<file path="config.mk">
export PLATFORM = sky130hd
export DESIGN_NAME = clkcfg_regbank
export DESIGN_NICKNAME = d
export VERILOG_FILES = /design/src/rtl/clkcfg_pkg.sv /design/src/rtl/clkcfg_field.sv /design/src/rtl/clkcfg_commit_ctrl.sv /design/src/rtl/clkcfg_regbank.sv
export SDC_FILE = /design/constraint.sdc
export NUM_CORES = 1
export LEC_CHECK = 0
export ABC_AREA = 1
export BUFFER_PORTS_ARGS = -buffer_cell sky130_fd_sc_hd__buf_2
export CAP_MARGIN = 20
export CORE_UTILIZATION = 33
export CTS_CLUSTER_DIAMETER = 80
export CTS_CLUSTER_SIZE = 30
export DETAILED_ROUTE_END_ITERATION = 12
export PLACE_DENSITY_LB_ADDON = 0.2
export SLEW_MARGIN = 20
export SYNTH_ARGS = -nofsm -noshare
export SYNTH_HDL_FRONTEND = slang
export SYNTH_SLANG_ARGS = --single-unit
</file>
<file path="constraint.sdc">
create_clock -name clk -period 2.1 [get_ports clk]
set_clock_uncertainty 0.05 [all_clocks]
set_input_delay 0.21 -clock clk [delete_from_list [all_inputs] [get_ports clk]]
set_output_delay 0.21 -clock clk [all_outputs]
set_load 0.01 [all_outputs]
</file>
<file path="src/rtl/clkcfg_pkg.sv">
package clkcfg_pkg;
  // word index of each register (byte offset >> 2)
  localparam logic [2:0] W_CMD = 3'd0;
  localparam logic [2:0] W_CFG = 3'd1;
  localparam logic [2:0] W_M   = 3'd2;
  localparam logic [2:0] W_N   = 3'd3;
  localparam logic [2:0] W_D   = 3'd4;

  // command register bit positions
  localparam int CMD_UPD_BIT   = 0;
  localparam int CMD_EN_BIT    = 1;
  localparam int CMD_DCFG_BIT  = 4;
  localparam int CMD_DN_BIT    = 5;
  localparam int CMD_DM_BIT    = 6;
  localparam int CMD_DD_BIT    = 7;
  localparam int CMD_OFF_BIT   = 31;

  // configuration register field positions
  localparam int CFG_SRC_LSB  = 8;
  localparam int CFG_MODE_LSB = 12;
  localparam int SRC_W        = 3;
  localparam int MODE_W       = 2;

  // counter register order inside the bank's generate loop
  typedef enum logic [1:0] {
    CTR_M = 2'd0,
    CTR_N = 2'd1,
    CTR_D = 2'd2
  } ctr_idx_e;
endpackage

</file>
<file path="src/rtl/clkcfg_field.sv">
module clkcfg_field #(
  parameter int W = 8
) (
  input  logic         clk,
  input  logic         rst_n,
  input  logic         wr_en,
  input  logic [W-1:0] wr_val,
  input  logic         commit,
  output logic [W-1:0] shadow_q,
  output logic [W-1:0] active_q,
  output logic         dirty_q
);
  logic [W-1:0] next_active;

  assign next_active = commit ? shadow_q : active_q;

  always_ff @(posedge clk or negedge rst_n) begin
    if (!rst_n) begin
      shadow_q <= '0;
      active_q <= '0;
      dirty_q  <= 1'b0;
    end else begin
      if (commit) begin
        active_q <= shadow_q;
        dirty_q  <= 1'b0;
      end
      if (wr_en) begin
        shadow_q <= wr_val;
        if (wr_val != next_active) dirty_q <= 1'b1;
      end
    end
  end

  AST_ACTIVE_HOLD: assert property (@(posedge clk) disable iff (!rst_n)
    !commit |=> $stable(active_q));
  AST_COMMIT_COPY: assert property (@(posedge clk) disable iff (!rst_n)
    commit |=> active_q == $past(shadow_q));
  AST_DIRTY_CLEAR: assert property (@(posedge clk) disable iff (!rst_n)
    commit && !wr_en |=> !dirty_q);
endmodule

</file>
<file path="src/rtl/clkcfg_commit_ctrl.sv">
module clkcfg_commit_ctrl #(
  parameter int MAX_WAIT = 32
) (
  input  logic clk,
  input  logic rst_n,
  input  logic req_set,
  input  logic safe_pulse,
  output logic pending,
  output logic commit
);
  localparam int CW = $clog2(MAX_WAIT + 1);
  localparam logic [CW-1:0] LIMIT = CW'(MAX_WAIT - 1);

  logic [CW-1:0] wait_cnt;

  assign commit = pending && (safe_pulse || wait_cnt == LIMIT);

  always_ff @(posedge clk or negedge rst_n) begin
    if (!rst_n) begin
      pending  <= 1'b0;
      wait_cnt <= '0;
    end else begin
      if (req_set)     pending <= 1'b1;
      else if (commit) pending <= 1'b0;
      if (commit || !pending) wait_cnt <= '0;
      else                    wait_cnt <= wait_cnt + 1'b1;
    end
  end

  // independent age count used only by the checks below
  logic [CW:0] age;
  always_ff @(posedge clk or negedge rst_n) begin
    if (!rst_n)                       age <= '0;
    else if (!pending || commit)      age <= '0;
    else                              age <= age + 1'b1;
  end

  AST_PEND_CLEAR: assert property (@(posedge clk) disable iff (!rst_n)
    commit && !req_set |=> !pending);
  AST_PEND_STICKY: assert property (@(posedge clk) disable iff (!rst_n)
    pending && !commit |=> pending);
  AST_IDLE_SAFE: assert property (@(posedge clk) disable iff (!rst_n)
    !pending && !req_set |=> !pending);
  AST_BOUNDED_WAIT: assert property (@(posedge clk) disable iff (!rst_n)
    age < (CW+1)'(MAX_WAIT));
endmodule

</file>
<file path="src/rtl/clkcfg_regbank.sv">
module clkcfg_regbank
  import clkcfg_pkg::*;
#(
  parameter int DIV_W    = 5,
  parameter int MND_W    = 8,
  parameter int MAX_WAIT = 32
) (
  input  logic             clk,
  input  logic             rst_n,
  input  logic [4:0]       bus_addr,
  input  logic             bus_wr,
  input  logic [31:0]      bus_wdata,
  output logic [31:0]      bus_rdata,
  input  logic             safe_pulse,
  input  logic             root_off_in,
  output logic             root_en,
  output logic [DIV_W-1:0] act_div,
  output logic [2:0]       act_src,
  output logic [1:0]       act_mode,
  output logic [MND_W-1:0] act_m,
  output logic [MND_W-1:0] act_n,
  output logic [MND_W-1:0] act_d
);
  localparam int CFG_W  = DIV_W + SRC_W + MODE_W;
  localparam int N_CTR  = 3;

  logic [2:0] word;
  logic       wr_cmd, wr_cfg;
  logic       req_set, pending, commit;
  logic [CFG_W-1:0] cfg_wval, cfg_sh, cfg_act;
  logic       cfg_dirty;
  logic [MND_W-1:0] ctr_sh  [N_CTR];
  logic [MND_W-1:0] ctr_act [N_CTR];
  logic [N_CTR-1:0] ctr_dirty;
  logic [N_CTR-1:0] ctr_wr;

  assign word    = bus_addr[4:2];
  assign wr_cmd  = bus_wr && (word == W_CMD);
  assign wr_cfg  = bus_wr && (word == W_CFG);
  assign req_set = wr_cmd && bus_wdata[CMD_UPD_BIT];

  assign cfg_wval = {bus_wdata[CFG_MODE_LSB +: MODE_W],
                     bus_wdata[CFG_SRC_LSB +: SRC_W],
                     bus_wdata[DIV_W-1:0]};

  clkcfg_commit_ctrl #(.MAX_WAIT(MAX_WAIT)) u_ctrl (
    .clk        (clk),
    .rst_n      (rst_n),
    .req_set    (req_set),
    .safe_pulse (safe_pulse),
    .pending    (pending),
    .commit     (commit)
  );

  clkcfg_field #(.W(CFG_W)) u_cfg (
    .clk      (clk),
    .rst_n    (rst_n),
    .wr_en    (wr_cfg),
    .wr_val   (cfg_wval),
    .commit   (commit),
    .shadow_q (cfg_sh),
    .active_q (cfg_act),
    .dirty_q  (cfg_dirty)
  );

  for (genvar g = 0; g < N_CTR; g++) begin : g_ctr
    localparam logic [2:0] MY_WORD = W_M + 3'(g);
    assign ctr_wr[g] = bus_wr && (word == MY_WORD);
    clkcfg_field #(.W(MND_W)) u_fld (
      .clk      (clk),
      .rst_n    (rst_n),
      .wr_en    (ctr_wr[g]),
      .wr_val   (bus_wdata[MND_W-1:0]),
      .commit   (commit),
      .shadow_q (ctr_sh[g]),
      .active_q (ctr_act[g]),
      .dirty_q  (ctr_dirty[g])
    );
  end

  always_ff @(posedge clk or negedge rst_n) begin
    if (!rst_n)      root_en <= 1'b1;
    else if (wr_cmd) root_en <= bus_wdata[CMD_EN_BIT];
  end

  assign act_div  = cfg_act[DIV_W-1:0];
  assign act_src  = cfg_act[DIV_W +: SRC_W];
  assign act_mode = cfg_act[DIV_W+SRC_W +: MODE_W];
  assign act_m    = ctr_act[CTR_M];
  assign act_n    = ctr_act[CTR_N];
  assign act_d    = ctr_act[CTR_D];

  always_comb begin
    bus_rdata = '0;
    unique case (word)
      W_CMD: begin
        bus_rdata[CMD_UPD_BIT]  = pending;
        bus_rdata[CMD_EN_BIT]   = root_en;
        bus_rdata[CMD_DCFG_BIT] = cfg_dirty;
        bus_rdata[CMD_DN_BIT]   = ctr_dirty[CTR_N];
        bus_rdata[CMD_DM_BIT]   = ctr_dirty[CTR_M];
        bus_rdata[CMD_DD_BIT]   = ctr_dirty[CTR_D];
        bus_rdata[CMD_OFF_BIT]  = root_off_in;
      end
      W_CFG: begin
        bus_rdata[DIV_W-1:0]                 = cfg_sh[DIV_W-1:0];
        bus_rdata[CFG_SRC_LSB +: SRC_W]      = cfg_sh[DIV_W +: SRC_W];
        bus_rdata[CFG_MODE_LSB +: MODE_W]    = cfg_sh[DIV_W+SRC_W +: MODE_W];
      end
      W_M:     bus_rdata[MND_W-1:0] = ctr_sh[CTR_M];
      W_N:     bus_rdata[MND_W-1:0] = ctr_sh[CTR_N];
      W_D:     bus_rdata[MND_W-1:0] = ctr_sh[CTR_D];
      default: bus_rdata = '0;
    endcase
  end

  logic unused_bits;
  assign unused_bits = ^{bus_addr[1:0], bus_wdata};

  AST_OFF_STATUS: assert property (@(posedge clk) disable iff (!rst_n)
    (word == W_CMD) |-> bus_rdata[CMD_OFF_BIT] == root_off_in);
  AST_UNMAPPED_ZERO: assert property (@(posedge clk) disable iff (!rst_n)
    (word > W_D) |-> bus_rdata == 32'd0);
  AST_ROOT_EN_HOLD: assert property (@(posedge clk) disable iff (!rst_n)
    !wr_cmd |=> $stable(root_en));
endmodule

</file>
# --- Word-level counts from Yosys, hierarchy flattened ---
# Index checks and enable logic that the tools add are counted.
# Widths: inputs -> output; s select.
classes:
  n_addsub: 1
  eq_ne: 9
  mux: 26
  n_reduce_logical: 12
ops:
  columns: ["op", "count"]
  rows:
  - ["$mux 8", 3]
  - ["$ne 8x8->1", 3]
  - ["$mux 1", 15]
  - ["$pmux 3 s4", 1]
  - ["$mux 10", 1]
  - ["$ne 10x10->1", 1]
  - ["$pmux 2 s5", 1]
  - ["$pmux 2 s4", 1]
  - ["$logic_and 1x1->1", 7]
  - ["$add 6x1->6 const B", 1]
  - ["$eq 3x2->1 const B", 2]
  - ["$eq 6x5->1 const B", 1]
  - ["$mux 6", 1]
  - ["$pmux 1 s5", 1]
  - ["$eq 3x1->1 const B", 1]
  - ["$eq 3x3->1 const B", 1]
  - ["$logic_not 3->1", 1]
  - ["$mux 3", 1]
  - ["$logic_or 1x1->1", 2]
  - ["$mux 2", 1]
  - ["$reduce_bool 2->1", 1]
  - ["$logic_not 1->1", 1]
totals:
  register_bits: 80
  inputBits: 42
  out_inout_bits: 67
  wordCells: 63

# --- Depth between registers and ports, before layout ---
depth:
  ltp_word: 7
  depth_mapped: 15
  depth_no_buf: 14

# --- Hierarchy ---
# From an unflattened synthesis, not the netlist that was laid out.
hier_totals:
  cells_unflattened: 576
  area_unflattened_um2: 4558.1
by_module_without_submodules:
  columns: ["mod", "instances", "cells_each", "area_each_um2", "seq_area_each_um2"]
  rows:
  - ["clkcfg_field at g_ctr[0].u_fld ...", 3, 96, 843.3, 425.4]
  - ["clkcfg_field at u_cfg", 1, 134, 1011.0, 525.5]
  - ["clkcfg_regbank", 1, 115, 679.4, 26.3]
  - ["clkcfg_commit_ctrl", 1, 39, 337.8, 175.2]

# --- Worst setup path before layout ---
# Ideal clock, no wire load.
synth_path:
  path_type: "reg-to-reg"
  startpoint: "register u_ctrl.wait_cnt[0]"
  endpoint: "register u_ctrl.wait_cnt[3]"
  setup_time_ps: 88
  t_arrival_ps: 1621
  required_ps: 1962
  path_slack_ps: 341
  path_stages_with_launch: 9
  n_path_buf: 3
  synth_period_minus_slack_ps: 1759
  cell_sequence: "dfrtp_1 > ha_1 > nand3_2 > o21bai_4 > buf_6 > buf_6 > or2_2 > clkbuf_1 > nor3b_1"
synth_between:
  elab_chain_len: 5
  word_cells_on_any_way: 6
  cone_classes: "1 x add/sub; 1 x eq/ne; 1 x mux; 3 x reduce/logical"
synth_lines:
  columns: ["element", "line_no", "source"]
  rows:
  - ["start, declared", "clkcfg_commit_ctrl.sv:14", "logic [CW-1:0] wait_cnt;"]
  - ["start signal, assigned", "clkcfg_commit_ctrl.sv:26", "else wait_cnt <= wait_cnt + 1'b1;"]
  - ["branches (longest 4 deep; another with $add 6x1->6)", null, null]
  - ["$mux 6 (*)", "clkcfg_commit_ctrl.sv:25", "if (commit || !pending) wait_cnt <= '0;"]
# Mark *: on every way between the ends.
# A chain may end at the register's enable or synchronous reset.

# --- Final worst setup path ---
layout_path:
  startpoint: "register u_ctrl.wait_cnt[1]"
  endpoint: "register g_ctr[0].u_fld.dirty_q"
layout_between:
  elab_chain_len: 7
  word_cells_on_any_way: 8
  cone_classes: "2 x eq/ne; 4 x mux; 2 x reduce/logical"
layout_lines:
  columns: ["element", "line_no", "source"]
  rows:
  - ["$eq 6x5->1", "clkcfg_commit_ctrl.sv:16", "assign commit = pending && (safe_pulse || wait_cnt == LIMIT);"]
  - ["$logic_or 1x1->1", "clkcfg_commit_ctrl.sv:16", null]
  - ["$logic_and 1x1->1", "clkcfg_commit_ctrl.sv:16", null]
  - ["$mux 8", "clkcfg_field.sv:15", "assign next_active = commit ? shadow_q : active_q;"]
  - ["net g_ctr[0].u_fld.next_active[5]", "clkcfg_field.sv:13", "logic [W-1:0] next_active;"]
  - ["$ne 8x8->1", "clkcfg_field.sv:29", "if (wr_val != next_active) dirty_q <= 1'b1;"]
  - ["$mux 1", "clkcfg_field.sv:29", null]
  - ["$mux 1", "clkcfg_field.sv:27", "if (wr_en) begin"]
  - ["end signal, assigned", "clkcfg_field.sv:21", "dirty_q <= 1'b0;"]
  - ["end signal, assigned", "clkcfg_field.sv:25", "dirty_q <= 1'b0;"]
  - ["end signal, assigned", "clkcfg_field.sv:29", null]
  - ["end, declared", "clkcfg_field.sv:11", "output logic dirty_q"]
# The timed path passes the listed nets, and every way through them passes these cells.

==> summary.txt <==
Clocking
  – TritonCTS buffer count: 9
  – CTS tree: done
  – Clock Path Buffers: 2
  – # clock sinks: 80
  – CTS clk-pin slew, worst paths: 0.06 ns
  – Clock root cell: clkbuf_16
  – Clock latency on the worst-skew pair: 0.33 ns
  – H-tree depth: 3

Placement
  – HPWL Detailed: 8246 µm
  – GPL Wtd Cong: 0.8326
  – Dpl cells: 778
  – Buffers on Ports: 69
  – Post-DP Area: 4732 µm²

Worst hold path
  – Worst min-delay path class: in -> reg

Die
  – Row cnt: 40
  – Die height: 115.1 µm
  – Ports: 109
  – Die area: 13,250 µm²
  – Initial Utilization: 0.3443
  – Die X: 115.1 µm
  – Core box area: 12,260 µm²

Layout
  – Most frequent cells in the layout: nand2_1, dfrtp_1, buf_2
  – # diodes: 0
  – Final core occ: 0.4170
  – Commonest non-fill, non-tap cell in the layout: nand2_1
  – Share of layout cells above drive strength 1: 0.1924
  – Area growth from synthesis to layout: 21.13%
  – Layout net count: 668
  – Fin area: 5114 µm²
  – Number of cells in the finished layout apart from fillers: 797

Pwr
  – Clk pwr share: 0.309
  – Pwr per Cell Area: 979.8 nW/µm²
  – Switch share: 0.3308
  – VDD IR-drop max: 0.0004428 V
  – P_int: 3.353 mW
  – Sequential share of power: 0.420
  – Comb power frac: 0.272
  – NetSw: 1.658 mW
  – Leakage power: 2.683 nW

STA
  – Peak Freq: 497.0 MHz
  – Final worst-path cycle share: 0.9581
  – Final setup violating endpoints: 0
  – RSZ-0062 raised after global routing: true
  – Final min period: 2.012 ns
  – Hold Fails Final Rpt: 0
  – Max Slew Vio Count: 0

Synthesis
  – Ys Warns: 0
  – Sequential share of the synthesized area: 0.4745
  – #FFs+latches synth: 80
  – Mapped cell area: 4222 µm²
  – Share of Yosys cell area claimed by the top area cell type: 0.4683
  – Syn Inst Count: 546
  – Distinct cell type count after synthesis: 36
  – Post-synth top area cell: dfrtp_1
  – Ranking of synthesized cells by area: dfrtp_1, nand2_1, nand3_1
  – Mean Syn Cell Area: 7.732 µm²

Drt
  – Drc violations: 0
  – WL/cell: 14.48 µm
  – Via count: 3,766
  – Drt total wl: 11,540 µm
  – 1st-pass router iterations: 4
  – Vias per cell: 4.725
  – Initial DRC count: 290
  – Post-DRT Antenna Nets: 0

Setup path
  – Critical path startpoint category: register
  – Crit path largest cell delay: 0.39 ns
  – Slowest CP cell: dfrtp_1
  – Worst EP arrival: 2.19 ns
  – Worst EP required: 2.27 ns
  – Critical path fanouts, max: 35
  – Cell family with most CP delay: simple AND/OR/NAND/NOR gates
  – Critical path class: reg -> reg
  – CP most frequent cell: nand2_1
  – Crit-path cells: ha_4, nand3_4, o21bai_4, nand2_4, buf_12, nand2_1, nand2_1, nand2_1, nand4_1, nor2_1, nand2_1, nand2_1, nand2_1
  – CP Capture Type: register
  – Worst path bufs/invs: 1

Global routing
  – Initial antenna violation count: 0
  – Total global-route track usage: 0.1791
  – Number of global-route vias before repair: 3,528
  – First-pass GRT wire length: 17,930 µm
  – Overflow after GRT: 0
  – Pin count of the biggest net entering global routing: 49

Run status
  – Outcome: complete, no violations

Flow run
  – Max Cap Viol: 0
[synthesized netlist by cell type]
library cell and instances:
a21oi_1 5, a221o_1 2, a221oi_1 1, buf_2 8
buf_4 18, buf_6 6, clkbuf_1 5, conb_1 1
dfrtp_1 79, dfstp_2 1, ha_1 1, inv_1 64
nand2_1 182, nand2_2 1, nand2_4 1, nand3_1 59
nand3_2 1, nand3b_1 2, nand4_1 6, nor2_1 27
nor2_2 1, nor3_1 2, nor3_2 1, nor3b_1 1
o2111ai_1 1, o211ai_1 10, o21a_1 2, o21ai_0 36
o21ai_1 3, o21ai_2 7, o21bai_4 1, o221ai_1 2
o22ai_1 6, or2_2 1, xnor2_1 1, xor2_1 1
[worst reg2reg max path, cell delays in order (launching register included)]
cell	delay, ns
dfrtp_1	0.39
ha_4	0.17
nand3_4	0.10
o21bai_4	0.23
nand2_4	0.13
buf_12	0.19
nand2_1	0.11
nand2_1	0.06
nand2_1	0.06
nand4_1	0.12
nor2_1	0.14
nand2_1	0.06
nand2_1	0.06
nand2_1	0.05
[state kept, by name, summed over array words and instances (netlist names)]
signal                count
root_en                   1
u_ctrl.pending            1
u_cfg.active_q           10
g_ctr.u_fld.dirty_q       3
g_ctr.u_fld.active_q     24
u_ctrl.wait_cnt           6
g_ctr.u_fld.shadow_q     24
u_cfg.dirty_q             1
u_cfg.shadow_q           10
[stage by stage]
| step | power (mW) | hold slack (ns) | TNS, ns | setup WS, ns |
|---|---|---|---|---|
| CTS | 5.058 | 0.06184 | 0 | 0.07553 |
| global route | 5.355 | 0.07742 | -0.1057 | -0.04421 |
| detailed placement | 3.482 | 0.1484 | -0.006745 | -0.006745 |
| finish | 5.010 | 0.07256 | 0 | 0.08795 |
| global placement | 3.451 | 0.1457 | 0 | 0.02641 |
| floorplan | 2.970 | -0.1356 | 0 | 0.3405 |
[kinds of logic after synthesis]
| family | after synthesis | synth area share |
|---|---|---|
| AND/OR/NAND/NOR | 285 | 0.2842 |
| buffers and inverters | 101 | 0.1188 |
| flip-flops | 80 | 0.4745 |
| AO/OA/AOI/OAI | 76 | 0.1144 |
| XOR/XNOR | 2 | 0.004150 |
| adder cells (fa/ha/maj) | 1 | 0.002963 |
| other | 1 | 0.0008883 |
[power by group through the flow]
stage | Clock (mW) | Combinational (mW) | Sequential (mW)
after detailed placement | 0 | 1.35 | 2.13
after floorplan | 0 | 0.778 | 2.19
after CTS | 1.59 | 1.37 | 2.11
final | 1.55 | 1.36 | 2.10
after global routing | 1.65 | 1.56 | 2.15
after global placement | 0 | 1.33 | 2.12
[worst paths after layout]
| path | endpoint | start | slack [ns] | depth (start not counted) |
|---|---|---|---|---|
| max | g_ctr[0].u_fld.dirty_q$_DFF_PN0_ | u_ctrl.wait_cnt[1]$_DFF_PN0_ | 0.09 | 13 |
| min | u_cfg.shadow_q[9]$_DFFE_PN0P_ | bus_wdata[13] | 0.07 | 3 |
| max reg2reg | g_ctr[0].u_fld.dirty_q$_DFF_PN0_ | u_ctrl.wait_cnt[1]$_DFF_PN0_ | 0.09 | 13 |
| min reg2reg | g_ctr[2].u_fld.dirty_q$_DFF_PN0_ | g_ctr[2].u_fld.dirty_q$_DFF_PN0_ | 0.44 | 2 |
| max in group asynchronous | g_ctr[1].u_fld.active_q[2]$_DFF_PN0_ | rst_n | 1.05 | 3 |
| min in group asynchronous | u_cfg.active_q[0]$_DFF_PN0_ | rst_n | 0.33 | 2 |
[layout make-up]
cell class,count,area (µm²)
Sequential cell,80,2003
Clock buffer,12,246.5
Inverter,64,240.2
Timing Repair Buffer,88,555.5
Multi-Input combinational cell,382,1815
Clock inverter,3,42.54
Fill cell,1258,7148
Tap cell,168,210.2
[per-layer routing]
layer / part of all wire / GRT usage
met4: 0.0075 / 0.04935
met3: 0.059 / 0.03374
met5: 0 / 0
met1: 0.45 / 0.2384
met2: 0.48 / 0.2980
[repair_timing]
item | CTS | global route
gates cloned | 0 | 1
setup buffers | 0 | 2
pin swaps | 0 | 6
setup endpoints to repair | 2 | 4
hold buffers | 1 | 0
gates resized for setup | 1 | 9
hold endpoints to repair | 31 | 0
(Power assumes the default switching activity.)
